**src/rtl/pss_pkg.sv**
```systemverilog
package pss_pkg;

  typedef enum logic [1:0] {
    PH_IDLE = 2'd0,
    PH_RUN  = 2'd1,
    PH_SUSP = 2'd2
  } phase_e;

  typedef enum logic [1:0] {
    RS_ARRAY  = 2'd0,
    RS_STATUS = 2'd1,
    RS_IDENT  = 2'd2,
    RS_QUERY  = 2'd3
  } rdsel_e;

  typedef enum logic [3:0] {
    CK_NONE,
    CK_PGM,
    CK_SUSP,
    CK_RESUME,
    CK_RD_ARRAY,
    CK_RD_STAT,
    CK_RD_ID,
    CK_RD_QUERY,
    CK_CLR,
    CK_OTHER
  } cmd_kind_e;

  localparam logic [7:0] OP_PROGRAM = 8'h40;
  localparam logic [7:0] OP_SUSPEND = 8'hB0;
  localparam logic [7:0] OP_RESUME  = 8'hD0;
  localparam logic [7:0] OP_RD_ARR  = 8'hFF;
  localparam logic [7:0] OP_RD_STAT = 8'h70;
  localparam logic [7:0] OP_RD_ID   = 8'h90;
  localparam logic [7:0] OP_RD_QRY  = 8'h98;
  localparam logic [7:0] OP_CLR     = 8'h50;

endpackage

```
**src/rtl/pss_cmd_decode.sv**
```systemverilog
module pss_cmd_decode
  import pss_pkg::*;
(
  input  logic       strobe,
  input  logic [7:0] code,
  output cmd_kind_e  kind
);

  always_comb begin
    if (!strobe) begin
      kind = CK_NONE;
    end else begin
      unique case (code)
        OP_PROGRAM: kind = CK_PGM;
        OP_SUSPEND: kind = CK_SUSP;
        OP_RESUME:  kind = CK_RESUME;
        OP_RD_ARR:  kind = CK_RD_ARRAY;
        OP_RD_STAT: kind = CK_RD_STAT;
        OP_RD_ID:   kind = CK_RD_ID;
        OP_RD_QRY:  kind = CK_RD_QUERY;
        OP_CLR:     kind = CK_CLR;
        default:    kind = CK_OTHER;
      endcase
    end
  end

endmodule

```
**src/rtl/pss_pgm_engine.sv**
```systemverilog
module pss_pgm_engine
  import pss_pkg::*;
#(
  parameter int PGM_CYCLES = 40,
  parameter int CHK_LOG2   = 3,
  parameter int CW         = $clog2(PGM_CYCLES + 1)
) (
  input  logic          clk,
  input  logic          rst_n,
  input  cmd_kind_e     kind,
  output phase_e        phase,
  output logic [CW-1:0] remain,
  output logic          pend
);

  localparam logic [CW-1:0] LOAD = CW'(PGM_CYCLES);

  logic at_chk;

  // pause point: remaining count is a nonzero multiple of the checkpoint spacing
  assign at_chk = (remain[CHK_LOG2-1:0] == '0) && (remain != '0);

  always_ff @(posedge clk or negedge rst_n) begin
    if (!rst_n) begin
      phase  <= PH_IDLE;
      remain <= '0;
      pend   <= 1'b0;
    end else begin
      unique case (phase)
        PH_IDLE: begin
          if (kind == CK_PGM) begin
            phase  <= PH_RUN;
            remain <= LOAD;
            pend   <= 1'b0;
          end
        end
        PH_RUN: begin
          if (pend && at_chk) begin
            phase <= PH_SUSP;
            pend  <= 1'b0;
          end else begin
            remain <= remain - 1'b1;
            if (remain == CW'(1)) begin
              phase <= PH_IDLE;
              pend  <= 1'b0;
            end else if (kind == CK_SUSP) begin
              pend <= 1'b1;
            end
          end
        end
        PH_SUSP: begin
          if (kind == CK_RESUME) phase <= PH_RUN;
        end
        default: phase <= PH_IDLE;
      endcase
    end
  end

endmodule

```
**src/rtl/pss_read_sel.sv**
```systemverilog
module pss_read_sel
  import pss_pkg::*;
(
  input  logic      clk,
  input  logic      rst_n,
  input  cmd_kind_e kind,
  input  phase_e    phase,
  output rdsel_e    sel
);

  logic   reads_ok;
  rdsel_e read_tgt;
  logic   is_read;

  assign reads_ok = (phase == PH_IDLE) || (phase == PH_SUSP);

  always_comb begin
    is_read  = 1'b1;
    read_tgt = RS_ARRAY;
    unique case (kind)
      CK_RD_ARRAY: read_tgt = RS_ARRAY;
      CK_RD_STAT:  read_tgt = RS_STATUS;
      CK_RD_ID:    read_tgt = RS_IDENT;
      CK_RD_QUERY: read_tgt = RS_QUERY;
      default:     is_read  = 1'b0;
    endcase
  end

  always_ff @(posedge clk or negedge rst_n) begin
    if (!rst_n) begin
      sel <= RS_ARRAY;
    end else if (reads_ok && is_read) begin
      sel <= read_tgt;
    end else if ((phase == PH_IDLE && kind == CK_PGM) ||
                 (phase == PH_RUN  && kind == CK_SUSP) ||
                 (phase == PH_SUSP && kind == CK_RESUME)) begin
      sel <= RS_STATUS;
    end
  end

endmodule

```
**src/rtl/pgm_susp_ctrl.sv**
```systemverilog
module pgm_susp_ctrl
  import pss_pkg::*;
#(
  parameter int AW         = 16,
  parameter int PGM_CYCLES = 40,
  parameter int CHK_LOG2   = 3
) (
  input  logic          clk,
  input  logic          rst_n,
  input  logic          ce_n,
  input  logic          cmd_valid,
  input  logic [AW-1:0] cmd_addr,
  input  logic [7:0]    cmd_code,
  input  logic          erase_susp,
  output logic [7:0]    status,
  output logic [1:0]    rd_sel,
  output logic          standby,
  output logic [AW-1:0] prog_addr
);

  localparam int CW = $clog2(PGM_CYCLES + 1);

  cmd_kind_e     kind_w;
  phase_e        phase_w;
  logic [CW-1:0] remain_w;
  logic          pend_w;
  rdsel_e        sel_w;
  logic          esusp_q;
  logic          take_w;

  assign take_w = cmd_valid && !ce_n;

  pss_cmd_decode u_dec (
    .strobe (take_w),
    .code   (cmd_code),
    .kind   (kind_w)
  );

  pss_pgm_engine #(
    .PGM_CYCLES (PGM_CYCLES),
    .CHK_LOG2   (CHK_LOG2),
    .CW         (CW)
  ) u_eng (
    .clk    (clk),
    .rst_n  (rst_n),
    .kind   (kind_w),
    .phase  (phase_w),
    .remain (remain_w),
    .pend   (pend_w)
  );

  pss_read_sel u_rsel (
    .clk   (clk),
    .rst_n (rst_n),
    .kind  (kind_w),
    .phase (phase_w),
    .sel   (sel_w)
  );

  always_ff @(posedge clk or negedge rst_n) begin
    if (!rst_n) begin
      esusp_q   <= 1'b0;
      prog_addr <= '0;
    end else begin
      esusp_q <= erase_susp;
      if (phase_w == PH_IDLE && kind_w == CK_PGM) prog_addr <= cmd_addr;
    end
  end

  assign status  = {phase_w != PH_RUN, esusp_q, 3'b000, phase_w == PH_SUSP, 2'b00};
  assign rd_sel  = sel_w;
  assign standby = ce_n && (phase_w != PH_RUN);

endmodule

```
**config.mk**
```make
export PLATFORM = sky130hd
export DESIGN_NAME = pgm_susp_ctrl
export DESIGN_NICKNAME = d
export VERILOG_FILES = /design/src/rtl/pss_pkg.sv /design/src/rtl/pss_cmd_decode.sv /design/src/rtl/pss_pgm_engine.sv /design/src/rtl/pss_read_sel.sv /design/src/rtl/pgm_susp_ctrl.sv
export SDC_FILE = /design/constraint.sdc
export NUM_CORES = 1
export LEC_CHECK = 0
export ABC_AREA = 1
export BUFFER_PORTS_ARGS = -buffer_cell sky130_fd_sc_hd__buf_2
export CAP_MARGIN = 20
export CORE_MARGIN = 2
export CORE_UTILIZATION = 45
export DETAILED_ROUTE_END_ITERATION = 6
export GPL_TIMING_DRIVEN = 0
export PLACE_DENSITY_LB_ADDON = 0.15
export SLEW_MARGIN = 15
export SYNTH_ARGS = -nofsm -noshare
export SYNTH_HDL_FRONTEND = slang
export SYNTH_SLANG_ARGS = --single-unit
```
**constraint.sdc**
```tcl
create_clock -name clk -period 3.17 [get_ports clk]
set_input_delay 0.951 -clock clk [delete_from_list [all_inputs] [get_ports clk]]
set_output_delay 0.951 -clock clk [all_outputs]
set_load 0.02 [all_outputs]
```
Yosys cells after proc, flatten, opt, wreduce, memory -nomap -nowiden
Cells that the tools add are included.
Widths: inputs -> output; s select.
{"block": "totals", "out_inout_bits": 27, "regBits": 28, "inputBits": 29}
{"block": "classes", "muxes": 19, "addsub": 1, "n_eq_ne": 24, "n_reduce_logical": 21}
{"op": "$eq 8x8->1 const B", "count": 5}
{"op": "$pmux 4 s8", "count": 1}
{"op": "$eq 8x7->1 const B", "count": 3}
{"op": "$eq 4x3->1 const B", "count": 4}
{"op": "$mux 2", "count": 6}
{"op": "$mux 6", "count": 2}
{"op": "$pmux 2 s3", "count": 2}
{"op": "$pmux 6 s2", "count": 1}
{"op": "$reduce_and 3->1", "count": 3}
{"op": "$eq 4x2->1 const B", "count": 2}
{"op": "$logic_and 1x1->1", "count": 8}
{"op": "$eq 6x1->1 const B", "count": 1}
{"op": "$ne 2x1->1 const B", "count": 3}
{"op": "$reduce_bool 6->1", "count": 1}
{"op": "$sub 6x1->6 const B", "count": 1}
{"op": "$mux 1", "count": 5}
{"op": "$eq 4x1->1 const B", "count": 1}
{"op": "$mux 4", "count": 1}
{"op": "$ne 4x1->1 const B", "count": 1}
{"op": "$reduce_bool 2->1", "count": 2}
{"op": "$reduce_or 4->1", "count": 1}
{"op": "$logic_not 3->1", "count": 1}
{"op": "$logic_or 1x1->1", "count": 3}
{"op": "$ne 3x1->1 const B", "count": 1}
{"op": "other kinds (6)", "count": 6}

Logic depth before layout (Yosys ltp)
{"block": "logic_depth", "depth_word": 9, "depth_mapped": 14}

Modules after synthesis
A second synthesis with hierarchy kept.
{"block": "unflattened", "cells_unflattened": 249, "hier_area_um2": 1860.5}
{"module": "pgm_susp_ctrl", "cells_per_inst": 87, "seq_area_each_um2": 425.4, "area_per_inst_um2": 804.5, "n_inst": 1}
{"module": "pss_pgm_engine", "cells_per_inst": 86, "seq_area_each_um2": 225.2, "area_per_inst_um2": 618.1, "n_inst": 1}
{"module": "pss_cmd_decode", "cells_per_inst": 48, "seq_area_each_um2": 0.0, "area_per_inst_um2": 264.0, "n_inst": 1}
{"module": "pss_read_sel", "cells_per_inst": 28, "seq_area_each_um2": 50.0, "area_per_inst_um2": 173.9, "n_inst": 1}

Least setup slack after synthesis
No wires, ideal clock.
{"block": "synth_path", "path_kind": "input-to-output", "startpoint": "in ce_n", "endpoint": "out standby", "path_slack_ps": 943, "stages": 2, "t_arrival_ps": 1276, "t_required_ps": 2219, "cell_sequence": "inv_1 nor2_1"}
{"block": "synth_between", "elab_chain_cells": 1}
{"element": "start, declared", "line": "pgm_susp_ctrl.sv:10", "text": "input logic ce_n,"}
{"element": "$logic_and 1x1->1", "line": "pgm_susp_ctrl.sv:72", "text": "assign standby = ce_n && (phase_w != PH_RUN);"}
{"element": "end, declared", "line": "pgm_susp_ctrl.sv:17", "text": "output logic standby,"}
No other way between the ends.

Worst setup path in the final report
Ends and elaborated chain as after synthesis.

==> results.toml <==
[cts]
cts_buffer_depth = 2
cts_tree = "done"
numCtsBuffers = 3
cts.root.buffer_cell = "clkbuf_8"
cts.sink_count = 28
cts-hold-fix-buffers = 0
clock_latency_ns = 0.26
h-tree-depth = 1
post-cts-setup-buffer-count = 0
clkTransAtPathRegs_ns = 0.09
ctsResizeCount = 0

[timing]
setup_viol = 0
drv_slew = 0
hold_viol_final = 0
tightest_slew_ns = 0.619
finalSetupTns_ns = 0
timing.final.crit_period_ns = 2.26
finalCritPeriodShare_pct = 71.2
fin_hold_ws_ns = 0.485
slew_headroom_pct = 58.7
fmax_mhz = 443
rsz0062_at_grt = "false"
skew_ns = 0.00331

[worst_setup_path]
cp-end-kind = "output port"
crit_required_ns = 2.22
path_class = "input pin to output port"
cp_max_fo = 2
worstPathArrival_ns = 1.31
startpoint_type = "input pin"

[pwr]
switching_power_w = 0.000739
leakagePower_nw = 1.27
intPower_w = 0.000942
clkPwrFrac_pct = 12.7
switching_share_pct = 44.0
p_seq_share_pct = 37.0
ir_drop_mv = 0.497
p_per_area_nw_per_um2 = 764
pwr-share-comb_pct = 50.3
total_power_w = 0.00168

[finish]
final_core_util_pct = 55.8
final.fill_count = 384
multi_input_area_sq_um = 885
layout-drive-gt1-share_pct = 39.9
seq_area_sq_um = 701
antenna_cells = 0
finalNetCount = 324
area_growth_pct = 21.1
fin_cells = 341

[logic_synthesis]
ys_types = 26
syn-cell-area_sq_um = 1820
postSynthCellCount = 233
synth-seq-area-share_pct = 38.5
ys_warn_count = 0
ys_seq_elements = 28
avgSynthCellArea_sq_um = 7.80

[routing]
drtPass1Iterations = 4
wl_per_cell_um = 9.92
drc = 0
routed_via_density = 4.50
first_iter_violations = 53
vias = 1534
drt_wl_total_mm = 3.38
antenna_left = 0

[place]
placed_cells = 337
place.gp.congestion = 0.791
detailed_place_hpwl_mm = 2.66
portBuffers = 50

[global_route]
grt_first_pass_wirelength_mm = 5.52
grt_max_degree = 29
grt_antenna_before_repair = 0
grt_pass1_vias = 1312
grt_overflow = 0
grt_usage_pct = 15.5

[status]
outcome = "finished clean"

[min_path]
hp-class = "flip-flop to flip-flop"

[floorplanning]
die_h_um = 67.6
rows = 23
io_pins = 56
die_area_sq_um = 4560
start_util_pct = 46.1
coreArea_sq_um = 3940
die_width_um = 67.6

[job]
drv_cap = 0
[per-layer routing]
| metal | track usage (%) | part of all wire [%] | vias up |
|---|---|---|---|
| li1 | - | - | 822 |
| met1 | 22.0 | 50 | 681 |
| met2 | 25.2 | 45 | 29 |
| met3 | 2.50 | 4.4 | 2 |
| met4 | 2.30 | 0.53 | 0 |
| met5 | 0 | 0 | - |
[cell usage in the layout, fill, tap and decap left out]
cell,Yosys,routed
buf_2,0,50
buf_6,3,3
or2_2,1,1
a21oi_4,1,1
nor2_4,2,2
o21ai_2,16,16
nor4_1,1,1
nand3_1,11,11
nand3_4,2,2
dfrtp_1,28,28
ha_1,3,3
nor2_2,4,4
clkbuf_8,0,4
nand4_1,7,7
nand2_4,2,2
conb_1,1,5
or3_1,1,1
nor2_1,22,22
xor2_1,2,2
o21ai_0,4,4
nand3_2,2,2
nand2_2,18,18
inv_2,5,5
inv_1,40,40
a21oi_1,1,1
nand2_1,47,47
o21ai_1,3,3
buf_4,6,6
[registers in the layout, summed over array words and instances (netlist names)]
register,flops
u_eng.phase,2
prog_addr,16
esusp_q,1
u_rsel.sel,2
u_eng.pend,1
u_eng.remain,6
[final timing paths]
path	start	to	slack (ns)	cells past startpoint
min in group asynchronous	rst_n	prog_addr[0]	0.69	1
worst min-delay path	prog_addr[5]	prog_addr[5]	0.48	2
max in group asynchronous	rst_n	u_eng.pend	2.08	1
worst min register to register	prog_addr[5]	prog_addr[5]	0.48	2
worst max register to register	u_eng.remain[0]	u_eng.remain[5]	1.42	8
worst max-delay path	ce_n	standby	0.91	4
[power by group through the flow]
stage	Clock, W	Combinational, W	Sequential [W]
finish	0.000214	0.000845	0.000623
detailed placement	0	0.000852	0.000631
floorplan	0	0.000486	0.000759
CTS	0.000222	0.000856	0.000625
global placement	0	0.000842	0.000627
global route	0.000241	0.000952	0.000643
[critical path: stages]
cell	delay, ns
buf_2	0.07
inv_1	0.04
nor2_1	0.08
buf_2	0.16
[per-stage QoR]
| step | area (sq um) | worst slack, ns |
|---|---|---|
| 4_1_cts | 2200 | 0.908 |
| 5_1_grt | 2200 | 0.838 |
| 3_5_place_dp | 2150 | 0.780 |
| 2_1_floorplan | 1830 | 0.943 |
| 6_report | 2200 | 0.914 |
| 3_3_place_gp | 2150 | 0.797 |
[cells by family after synthesis]
family,Yosys count,share of synthesized area (%)
AO/OA/AOI/OAI,25,10.8
adder cells (fa/ha/maj),3,2.06
buffers and inverters,54,13.6
AND/OR/NAND/NOR,120,33.8
other,1,0.206
flip-flops,28,38.5
XOR/XNOR,2,0.964
[cell type report]
type / instances / share of cell area (%)
Buffer: 9 / 3.58
Inverter: 45 / 7.67
Sequential cell: 28 / 31.8
Clock buffer: 4 / 2.50
Tap cell: 50 / 2.84
Multi-Input combinational cell: 155 / 40.2
Timing Repair Buffer: 50 / 11.4
[synth_stat cells (all sizes together)]
library cell / number / area (sq um)
nand2: 67 / 312
inv: 45 / 169
dfrtp: 28 / 701
nor2: 28 / 130
o21ai: 23 / 175
nand3: 15 / 110
buf: 9 / 78.8
nand4: 7 / 43.8
ha: 3 / 37.5
a21oi: 2 / 21.3
xor2: 2 / 17.5
conb: 1 / 3.75
nor4: 1 / 6.26
or2: 1 / 6.26
or3: 1 / 6.26
Power figures use the tool's default switching activity.
